`config.mk`:
```
export PLATFORM = sky130hd
export DESIGN_NAME = ecpm_seq
export DESIGN_NICKNAME = d
export VERILOG_FILES = /design/src/rtl/ecpm_seq.sv
export SDC_FILE = /design/constraint.sdc
export NUM_CORES = 1
export LEC_CHECK = 0
export BUFFER_PORTS_ARGS = -buffer_cell sky130_fd_sc_hd__buf_2
export CORE_ASPECT_RATIO = 1.75
export CORE_MARGIN = 4
export CORE_UTILIZATION = 50
export DETAILED_ROUTE_END_ITERATION = 12
export PLACE_DENSITY = 0.76
export RECOVER_POWER = 100
export SYNTH_ARGS = -nofsm -noshare
export SYNTH_HDL_FRONTEND = slang
export SYNTH_SLANG_ARGS = --single-unit
```
`constraint.sdc`:
```
create_clock -name clk -period 2.8 [get_ports clk]
set_input_delay 0.42 -clock clk [delete_from_list [all_inputs] [get_ports clk]]
set_output_delay 0.42 -clock clk [all_outputs]
set_load 0.005 [all_outputs]
```
`src/rtl/ecpm_seq.sv`:
```
module ecpm_seq #(
  parameter int M       = 571,
  parameter int W       = 8,
  parameter int INIT_N  = 5,
  parameter int INV_CYC = 583
) (
  input  logic                       clk,
  input  logic                       rst,
  input  logic                       load_prm,
  input  logic                       load_key,
  input  logic                       start,
  input  logic [W-1:0]               din,
  input  logic                       key_bit,
  input  logic [W-1:0]               res_byte,
  output logic [W-1:0]               dout,
  output logic                       dout_vld,
  output logic                       done,
  output logic [$clog2((M+W-1)/W)-1:0] byte_idx,
  output logic [W-1:0]               ld_data,
  output logic                       prm_we,
  output logic [1:0]                 prm_wsel,
  output logic                       key_we,
  output logic [$clog2(M)-1:0]       key_idx,
  output logic [2:0]                 rd_a,
  output logic [2:0]                 rd_b,
  output logic [2:0]                 wr_addr,
  output logic                       rf_we,
  output logic [1:0]                 opa_sel,
  output logic [1:0]                 opb_sel,
  output logic [1:0]                 wb_sel,
  output logic [1:0]                 prm_rsel
);
  localparam int NB    = (M + W - 1) / W;
  localparam int BW    = $clog2(NB);
  localparam int KW    = $clog2(M);
  localparam int CW    = $clog2(INV_CYC + 1);
  localparam int LASTV = M - (NB - 1) * W;
  localparam logic [W-1:0] TOPM = W'((1 << LASTV) - 1);

  localparam logic [1:0] ADD = 2'd0, MUL = 2'd1, SQR = 2'd2, INV = 2'd3;
  localparam logic [1:0] RF = 2'd0, PRM = 2'd1, ONE = 2'd2, ZRO = 2'd3;
  localparam logic [1:0] PX = 2'd0, PY = 2'd1, PB = 2'd2;
  localparam logic [2:0] X1 = 3'd0, Z1 = 3'd1, X2 = 3'd2, Z2 = 3'd3,
                         T1 = 3'd4, T2 = 3'd5, T3 = 3'd6;

  typedef enum logic [3:0] {
    S_IDLE, S_LDP, S_LDK, S_INIT, S_LAD, S_INV1, S_MID, S_INV2, S_FIN, S_OUT
  } st_t;

  st_t           st_q;
  logic [CW-1:0] cnt;
  logic [BW-1:0] bcnt;
  logic [1:0]    sel;
  logic [KW-1:0] kidx;
  logic          p_ok, k_ok;
  logic [17:0]   opw;
  logic [2:0]    ra0, rb0, wa0;
  logic          byte_last, swap;

  function automatic logic [17:0] mk(input logic we, input logic [1:0] wb,
      input logic [1:0] a, input logic [1:0] b, input logic [2:0] ra,
      input logic [2:0] rb, input logic [2:0] wa, input logic [1:0] ps);
    return {we, wb, a, b, ra, rb, wa, ps};
  endfunction

  function automatic logic [2:0] xch(input logic [2:0] r, input logic s);
    return (s && !r[2]) ? (r ^ 3'b010) : r;
  endfunction

  assign byte_last = bcnt == BW'(NB - 1);
  assign swap      = (st_q == S_LAD) && !key_bit;
  assign byte_idx  = bcnt;
  assign key_idx   = kidx;
  assign prm_we    = st_q == S_LDP;
  assign key_we    = st_q == S_LDK;
  assign prm_wsel  = sel;
  assign ld_data   = byte_last ? (din & TOPM) : din;

  always_comb begin
    opw = '0;
    case (st_q)
      S_INIT: case (cnt)
        CW'(0):  opw = mk(1'b1, ADD, PRM, ZRO, X1, X1, X1, PX);
        CW'(1):  opw = mk(1'b1, ADD, ONE, ZRO, X1, X1, Z1, PX);
        CW'(2):  opw = mk(1'b1, SQR, PRM, ZRO, X1, X1, Z2, PX);
        CW'(3):  opw = mk(1'b1, SQR, RF,  ZRO, Z2, X1, T1, PX);
        default: opw = mk(1'b1, ADD, RF,  PRM, T1, X1, X2, PB);
      endcase
      S_LAD: case (cnt)
        CW'(0):  opw = mk(1'b1, MUL, RF,  RF, X1, Z2, T1, PX);
        CW'(1):  opw = mk(1'b1, MUL, RF,  RF, X2, Z1, T2, PX);
        CW'(2):  opw = mk(1'b1, ADD, RF,  RF, T1, T2, Z1, PX);
        CW'(3):  opw = mk(1'b1, SQR, RF,  RF, Z1, Z1, Z1, PX);
        CW'(4):  opw = mk(1'b1, MUL, RF,  RF, T1, T2, T1, PX);
        CW'(5):  opw = mk(1'b1, MUL, PRM, RF, X1, Z1, T2, PX);
        CW'(6):  opw = mk(1'b1, ADD, RF,  RF, T1, T2, X1, PX);
        CW'(7):  opw = mk(1'b1, SQR, RF,  RF, X2, X2, T1, PX);
        CW'(8):  opw = mk(1'b1, SQR, RF,  RF, Z2, Z2, T2, PX);
        CW'(9):  opw = mk(1'b1, MUL, RF,  RF, T1, T2, Z2, PX);
        CW'(10): opw = mk(1'b1, SQR, RF,  RF, T1, T1, T1, PX);
        CW'(11): opw = mk(1'b1, SQR, RF,  RF, T2, T2, T2, PX);
        CW'(12): opw = mk(1'b1, MUL, PRM, RF, X1, T2, T2, PB);
        default: opw = mk(1'b1, ADD, RF,  RF, T1, T2, X2, PX);
      endcase
      S_INV1, S_INV2:
        opw = mk(cnt == CW'(INV_CYC - 1), INV, RF, ZRO, Z1, X1, T3, PX);
      S_MID: case (cnt)
        CW'(0):  opw = mk(1'b1, MUL, PRM, RF,  X1, Z1, T1, PX);
        CW'(1):  opw = mk(1'b1, ADD, RF,  RF,  T1, X1, T1, PX);
        CW'(2):  opw = mk(1'b1, MUL, PRM, RF,  X1, Z2, T2, PX);
        CW'(3):  opw = mk(1'b1, ADD, RF,  RF,  T2, X2, T2, PX);
        CW'(4):  opw = mk(1'b1, MUL, RF,  RF,  T1, T2, T1, PX);
        CW'(5):  opw = mk(1'b1, MUL, RF,  RF,  Z1, Z2, T2, PX);
        CW'(6):  opw = mk(1'b1, MUL, PRM, RF,  X1, T2, Z1, PX);
        CW'(7):  opw = mk(1'b1, MUL, RF,  RF,  X1, T3, X1, PX);
        CW'(8):  opw = mk(1'b1, SQR, PRM, ZRO, X1, X1, T3, PX);
        CW'(9):  opw = mk(1'b1, ADD, RF,  PRM, T3, X1, T3, PY);
        CW'(10): opw = mk(1'b1, MUL, RF,  RF,  T2, T3, T2, PX);
        CW'(11): opw = mk(1'b1, ADD, RF,  RF,  T1, T2, T1, PX);
        CW'(12): opw = mk(1'b1, ADD, RF,  PRM, X1, X1, T2, PX);
        default: opw = mk(1'b1, MUL, RF,  RF,  T1, T2, T1, PX);
      endcase
      S_FIN: case (cnt)
        CW'(0):  opw = mk(1'b1, MUL, RF, RF,  T1, T3, T1, PX);
        CW'(1):  opw = mk(1'b1, ADD, RF, PRM, T1, X1, X2, PY);
        default: opw = '0;
      endcase
      S_OUT:   opw = mk(1'b0, ADD, RF, RF, sel[0] ? X2 : X1, X1, X1, PX);
      default: opw = '0;
    endcase
  end

  assign {rf_we, wb_sel, opa_sel, opb_sel, ra0, rb0, wa0, prm_rsel} = opw;
  assign rd_a    = xch(ra0, swap);
  assign rd_b    = xch(rb0, swap);
  assign wr_addr = xch(wa0, swap);

  always_ff @(posedge clk) begin
    if (rst) begin
      st_q <= S_IDLE; cnt <= '0; bcnt <= '0; sel <= '0; kidx <= '0;
      p_ok <= 1'b0; k_ok <= 1'b0; done <= 1'b0; dout <= '0; dout_vld <= 1'b0;
    end else begin
      dout_vld <= st_q == S_OUT;
      if (st_q == S_OUT) dout <= byte_last ? (res_byte & TOPM) : res_byte;
      case (st_q)
        S_IDLE:
          if (load_prm) begin st_q <= S_LDP; bcnt <= '0; sel <= '0; end
          else if (load_key) begin st_q <= S_LDK; bcnt <= '0; end
          else if (start && p_ok && k_ok) begin st_q <= S_INIT; cnt <= '0; done <= 1'b0; end
        S_LDP:
          if (byte_last) begin
            bcnt <= '0;
            if (sel == 2'd2) begin st_q <= S_IDLE; p_ok <= 1'b1; end
            else sel <= sel + 2'd1;
          end else bcnt <= bcnt + 1'b1;
        S_LDK:
          if (byte_last) begin bcnt <= '0; st_q <= S_IDLE; k_ok <= 1'b1; end
          else bcnt <= bcnt + 1'b1;
        S_INIT:
          if (cnt == CW'(INIT_N - 1)) begin cnt <= '0; kidx <= KW'(M - 2); st_q <= S_LAD; end
          else cnt <= cnt + 1'b1;
        S_LAD:
          if (cnt == CW'(13)) begin
            cnt <= '0;
            if (kidx == '0) st_q <= S_INV1;
            else kidx <= kidx - 1'b1;
          end else cnt <= cnt + 1'b1;
        S_INV1, S_INV2:
          if (cnt == CW'(INV_CYC - 1)) begin
            cnt <= '0; st_q <= (st_q == S_INV1) ? S_MID : S_FIN;
          end else cnt <= cnt + 1'b1;
        S_MID:
          if (cnt == CW'(13)) begin cnt <= '0; st_q <= S_INV2; end
          else cnt <= cnt + 1'b1;
        S_FIN:
          if (cnt == CW'(13)) begin cnt <= '0; bcnt <= '0; sel <= '0; st_q <= S_OUT; end
          else cnt <= cnt + 1'b1;
        S_OUT:
          if (byte_last) begin
            bcnt <= '0;
            if (sel[0]) begin st_q <= S_IDLE; done <= 1'b1; end
            else sel <= 2'd1;
          end else bcnt <= bcnt + 1'b1;
        default: st_q <= S_IDLE;
      endcase
    end
  end
endmodule

```
==> results of run 1 <==
## power by group
| part | leakage [nW] | internal, mW | switching (mW) |
|---|---|---|---|
| logic | 1.66 | 0.553 | 0.775 |
| registers | 0.576 | 1.09 | 0.0835 |
| clock network | 0.155 | 0.809 | 0.457 |
| total | 2.39 | 2.45 | 1.32 |
## cell families after synthesis
logic type | after synthesis
xor+xnor | 22
simple gates | 212
fa+ha+maj | 14
flops | 71
buf+inv | 44
compound gates | 121
mux | 10
## what timing repair did
action	CTS	global route
setup endpoints to repair	3	26
buffers inserted	4	4
gates resized for setup	21	23
pin swaps	8	12
## path summary, 6_finish.rpt
path,to,depth (start not counted)
worst max register to register,flop,8
worst min-delay path,dout[4],3
worst min register to register,dout[1],2
worst max-delay path,rd_a[1],8
## routing by layer
layer	vias up	wire length (um)
li1	2003	-
met3	59	606
met1	1904	4310
met2	162	6640
met5	-	0
met4	0	854
## layout by cell type, fill, tap and decap left out, drive strengths merged, types with 8 or more instances in the layout
cell type  netlist  routed
a21oi           30      30
and2             8       8
ha              14      14
buf              8     123
and3            10      10
xor2            14      14
inv             19      20
nor3            10      10
clkbuf          17      23
nor2            56      56
xnor2            8       8
mux2i           10      10
a22oi            8       8
nand3           27      27
o21ai           33      33
nand2           51      51
dfxtp           71      71
## through the flow
stage / hold WS [ps] / TNS, ps / instances
global route: 324 / -1140 / 709
floorplan: 436 / -29.3 / 494
finish: 325 / -112 / 709
CTS: 320 / -133 / 705
detailed placement: 445 / 0 / 685
global placement: 441 / 0 / 685
## Yosys cell counts (9+ instances only)
library cell   n
nand3_1       27
xor2_1        14
o21ai_0       32
clkbuf_1      17
nand2_1       51
nor2_1        56
and3_1        10
a21oi_1       30
mux2i_1       10
dfxtp_1       71
nor3_1         9
inv_1         18
ha_1          14
## area by class of cell
type	count	area share, %
clock buffers	10	4.53
repair buffers	136	16.0
flip-flops and latches	71	27.1
well taps	88	2.09
inverters	19	1.35
multi-input cells	379	47.2
clock inverters	6	1.75
## worst reg2reg max path, delay by kind of cell (launching register included)
family | cells | cell delay [ps]
and+or+nand+nor | 1 | 550
buffers and inverters | 2 | 370
DFF | 1 | 360
AOI/OAI and AO/OA | 5 | 1370
==> out/metrics.csv, run 1 <==
metric;value;unit
postRouteAntennaNets;0;
worstSetupPathType;flop to output port;
hold_class;input port to flop;
cp-startpoint;cnt[8];
portBuffers;72;
clock_latency;340;ps
start_util;51.8;%
finalCoreUtilization;69.3;%
fmax;344;MHz
syn2layout_area_growth;33.7;%
htree_levels;3;
critPathArrivalTime;2490;ps
slowest_delay;550;ps
netlist_area;0.00395;mm2
cp-end-kind;output port;
fillCellCount;628;
crit_chain;or4_4 -> buf_6 -> nor2_4 -> a21oi_2 -> or3b_4 -> nor4_4 -> xor2_1 -> buf_2;
ys.flop_type;dfxtp_1;
worst_pin_slew;677;ps
wl;12400;um
violations;negative setup slack;
rows;42;
clock_skew;5.83;ps
worstHoldStart;res_byte[4];
synth_xor_area_share;4.88;%
grtUsageMet3;5.46;%
drtIter0Drc;235;
maxCapViolCount;0;
pin_count;79;
die_h;126;um
period_share;104;%
fin_crit;2910;ps
grt.busiest_layer;met2;
final_nets;652;
synth_top_area_share;36.0;%
r2r_setup_slack;20;ps
yosysSeqAreaShare;36.0;%
placed_area;0.00475;mm2
grt_util_met2;49.0;%
clk_pin_slew;60;ps
ys_ff_latch;71;
seqCellArea;0.00143;mm2
grt_pass1_vias;4165;
cellPowerDensity;715;mW/mm2
track_usage;27.0;%
slew_headroom;54.2;%
grt_max_degree;25;
cts.sink_count;71;
path_max_fanout;4;
routed_via_density;5.82;
finalInstanceArea;0.00528;mm2
crit_path_top_delay_cell;or4_4;
setup_viol;2;
synthAdderAreaFrac;4.44;%
cts_root_buf;clkbuf_16;
met1_usage;25.7;%
ys_types;64;
synth_mux_area_share;2.54;%
worstPathRequired;2380;ps
syn_avg_cell_area;7.99;um2
wl_per_cell;17.5;um
drcViolationCount;0;
antenna_found_initial;0;
antennaDiodeCount;0;
place_congestion;0.979;
setup_ws;-106;ps
rsz0062_at_grt;true;
die_width;75.2;um
status;finished, violations left;
cp_top_family;simple AND/OR/NAND/NOR gates;
yosys_warnings;0;
critPathBufInv;2;
overflow;0;
p_leak;2.39;nW
dieArea;0.00944;mm2
synthCells;494;
peakVddDrop;0.486;mV
start_kind;flop;
dp_slack;34.0;ps
cts_buffer_depth;2;
async_reset_ff_share;0;%
grt_pass1_wl;19600;um
via_count;4128;
drive_above_1_share;29.0;%
syn_nets;530;
synth_edf_count;0;
dp_hpwl;9500;um
synth_compound_area_share;20.4;%
synth_top_family_by_area;simple AND/OR/NAND/NOR gates;
synth-simple-area-share;27.1;%
cts_tree;done;
multi_input_area;0.00249;mm2
finalMaxSlewViolations;0;
hold_buffers;0;
yosys.area.top_type;dfxtp_1;
numCtsBuffers;9;
coreArea;0.00762;mm2
final-hold-violation-count;0;
p_total;3.77;mW
rr_startpoint;cnt[8];
synth.area.top_cells;dfxtp_1 (36%), nor2_1 (5.3%), nand2_1 (4.8%);
firstDrtPassIters;5;
Note: power is estimated with default switching activity, not from simulation.
==> run 2, diff against run 1 <==
--- a/config.mk
+++ b/config.mk
@@ -8,9 +8,11 @@
 export BUFFER_PORTS_ARGS = -buffer_cell sky130_fd_sc_hd__buf_2
 export CORE_ASPECT_RATIO = 1.75
 export CORE_MARGIN = 4
-export CORE_UTILIZATION = 50
+export CORE_UTILIZATION = 56
+export CTS_CLUSTER_DIAMETER = 80
 export DETAILED_ROUTE_END_ITERATION = 12
-export PLACE_DENSITY = 0.76
+export MAX_ROUTING_LAYER = met4
+export PLACE_DENSITY = 0.81
 export RECOVER_POWER = 100
 export SYNTH_ARGS = -nofsm -noshare
 export SYNTH_HDL_FRONTEND = slang
==> constraint.sdc (replaced) <==
create_clock -name clk -period 3.57 [get_ports clk]
set_input_delay 0.5355 -clock clk [delete_from_list [all_inputs] [get_ports clk]]
set_output_delay 0.5355 -clock clk [all_outputs]
set_load 0.005 [all_outputs]
==> out/metrics.csv, run 2 (synthesized netlist as in run 1, its figures left out) <==
metric;value;unit;change
postRouteAntennaNets;0;;unchanged
maxCapViolCount;0;;unchanged
status;finished clean;;was finished, violations left
hold_class;input port to flop;;unchanged
grt_pass1_vias;3990;;was 4165
final-hold-violation-count;0;;unchanged
grt_max_degree;34;;was 25
dieArea;0.00851;mm2;was 0.00944 mm2
setup_viol;0;;was 2
final.setup.tns;0;ps;was -112 ps
period_share;94.2;%;
via_count;4018;;was 4128
fmax;297;MHz;
crit_path_top_delay_cell;a2111oi_0;;was or4_4
crit_chain;or4_1 -> o31a_1 -> a2111oi_0 -> a211oi_1 -> buf_4 -> ha_1 -> or3_1 -> and3_1;;was or4_4 -> buf_6 -> nor2_4 -> a21oi_2 -> or3b_4 -> nor4_4 -> xor2_1 -> buf_2
peakVddDrop;0.352;mV;was 0.486 mV
met1_usage;28.8;%;was 25.7%
clock_skew;4.63;ps;was 5.83 ps
cts_setup_buffers;0;;was 4
grt_util_met2;53.7;%;was 49.0%
rows;40;;was 42
clk_pin_slew;60;ps;about the same
grt_pass1_wl;19400;um;was 19600 um
grt.busiest_layer;met2;;unchanged
finalInstanceArea;0.00467;mm2;was 0.00528 mm2
cts_buffer_depth;2;;unchanged
start_kind;flop;;unchanged
antennaDiodeCount;0;;unchanged
antenna_found_initial;0;;unchanged
slowest_delay;740;ps;was 550 ps
track_usage;29.8;%;was 27.0%
firstDrtPassIters;5;;unchanged
wl_per_cell;18.3;um;was 17.5 um
whs;439;ps;was 325 ps
r2r_setup_slack;210;ps;was 20 ps
cp-end-kind;flop;;was output port
portBuffers;72;;unchanged
placed_area;0.00443;mm2;was 0.00475 mm2
finalMaxSlewViolations;0;;unchanged
dp_hpwl;9420;um;was 9500 um
worstSetupPathType;flop to flop;;was flop to output port
rsz0062_at_grt;false;;was true
pin_count;79;;unchanged
worstPathRequired;3800;ps;was 2380 ps
wl;12000;um;was 12400 um
cellPowerDensity;579;mW/mm2;was 715 mW/mm2
cts.sink_count;71;;unchanged
grtUsageMet3;4.98;%;was 5.46%
layout_common_cells;dfxtp_1 (71), nor2_1 (56), nand2_1 (51);;was dfxtp_1 (66), buf_2 (59), buf_4 (57)
final_nets;605;;was 652
clock_latency;340;ps;about the same
die_width;71.5;um;was 75.2 um
coreArea;0.00686;mm2;was 0.00762 mm2
overflow;0;;unchanged
path_max_fanout;6;;was 4
die_h;119;um;was 126 um
cts_root_buf;clkbuf_16;;unchanged
syn2layout_area_growth;18.4;%;was 33.7%
slew_headroom;48.7;%;was 54.2%
numCtsBuffers;9;;unchanged
critPathArrivalTime;3590;ps;was 2490 ps
cts_tree;done;;unchanged
cts_repair_resize_count;0;;was 21
drtIter0Drc;273;;was 235
hold_buffers;0;;unchanged
drcViolationCount;0;;unchanged
htree_levels;3;;unchanged
drive_above_1_share;15.7;%;was 29.0%
fin_crit;3360;ps;
setup_ws;206;ps;was -106 ps
dp_slack;358;ps;was 34.0 ps
start_util;57.6;%;was 51.8%
final_common_cell;dfxtp_1;;unchanged
worst_pin_slew;749;ps;was 677 ps
routed_via_density;6.11;;was 5.82
p_leak;2.03;nW;was 2.39 nW
place_congestion;1.00;;was 0.979
run 2: final cells by class:
| cell class | count | area (um2) |
|---|---|---|
| fillers | 593 | 2180 |
| repair buffers | 89 | 437 |
| inverters | 19 | 71.3 |
| clock inverters | 6 | 68.8 |
| multi-input cells | 379 | 2330 |
| flip-flops and latches | 71 | 1420 |
| clock buffers | 10 | 239 |
| well taps | 84 | 105 |
run 2: path summary, 6_finish.rpt:
check,endpoint,depth (start not counted),startpoint
min,dout[0],3,res_byte[0]
max reg2reg,flop,8,cnt[4]
min reg2reg,dout[2],2,dout[2]
max,flop,8,cnt[4]
run 2: metal layers:
layer  up-vias  share of wire, %  wire [um]
met1      1902                35       4190
met3        51               4.9        588
li1       1919                 -          -
met2       146                54       6540
met4         0               6.0        722
met5         -                 0          0
run 2: report_power, final:
group | switching [mW] | internal, mW
sequential | 0.0767 | 0.858
combinational | 0.534 | 0.324
clock | 0.352 | 0.562
total | 0.962 | 1.74
run 2: stage by stage:
stage          std cells  total power [mW]  util, %
3_5_place_dp         642              1.82     64.6
2_1_floorplan        494              1.55        -
3_3_place_gp         642              1.80     64.6
4_1_cts              658              2.73     69.1
6_report             658              2.71     68.2
5_1_grt              658              2.84     68.2
run 2: worst max-delay path: cells and delay by family (launching register included):
| family | cells | cell delay [ps] |
|---|---|---|
| compound gates | 3 | 1270 |
| fa+ha+maj | 1 | 220 |
| buf+inv | 1 | 200 |
| flops | 1 | 350 |
| simple gates | 3 | 1210 |
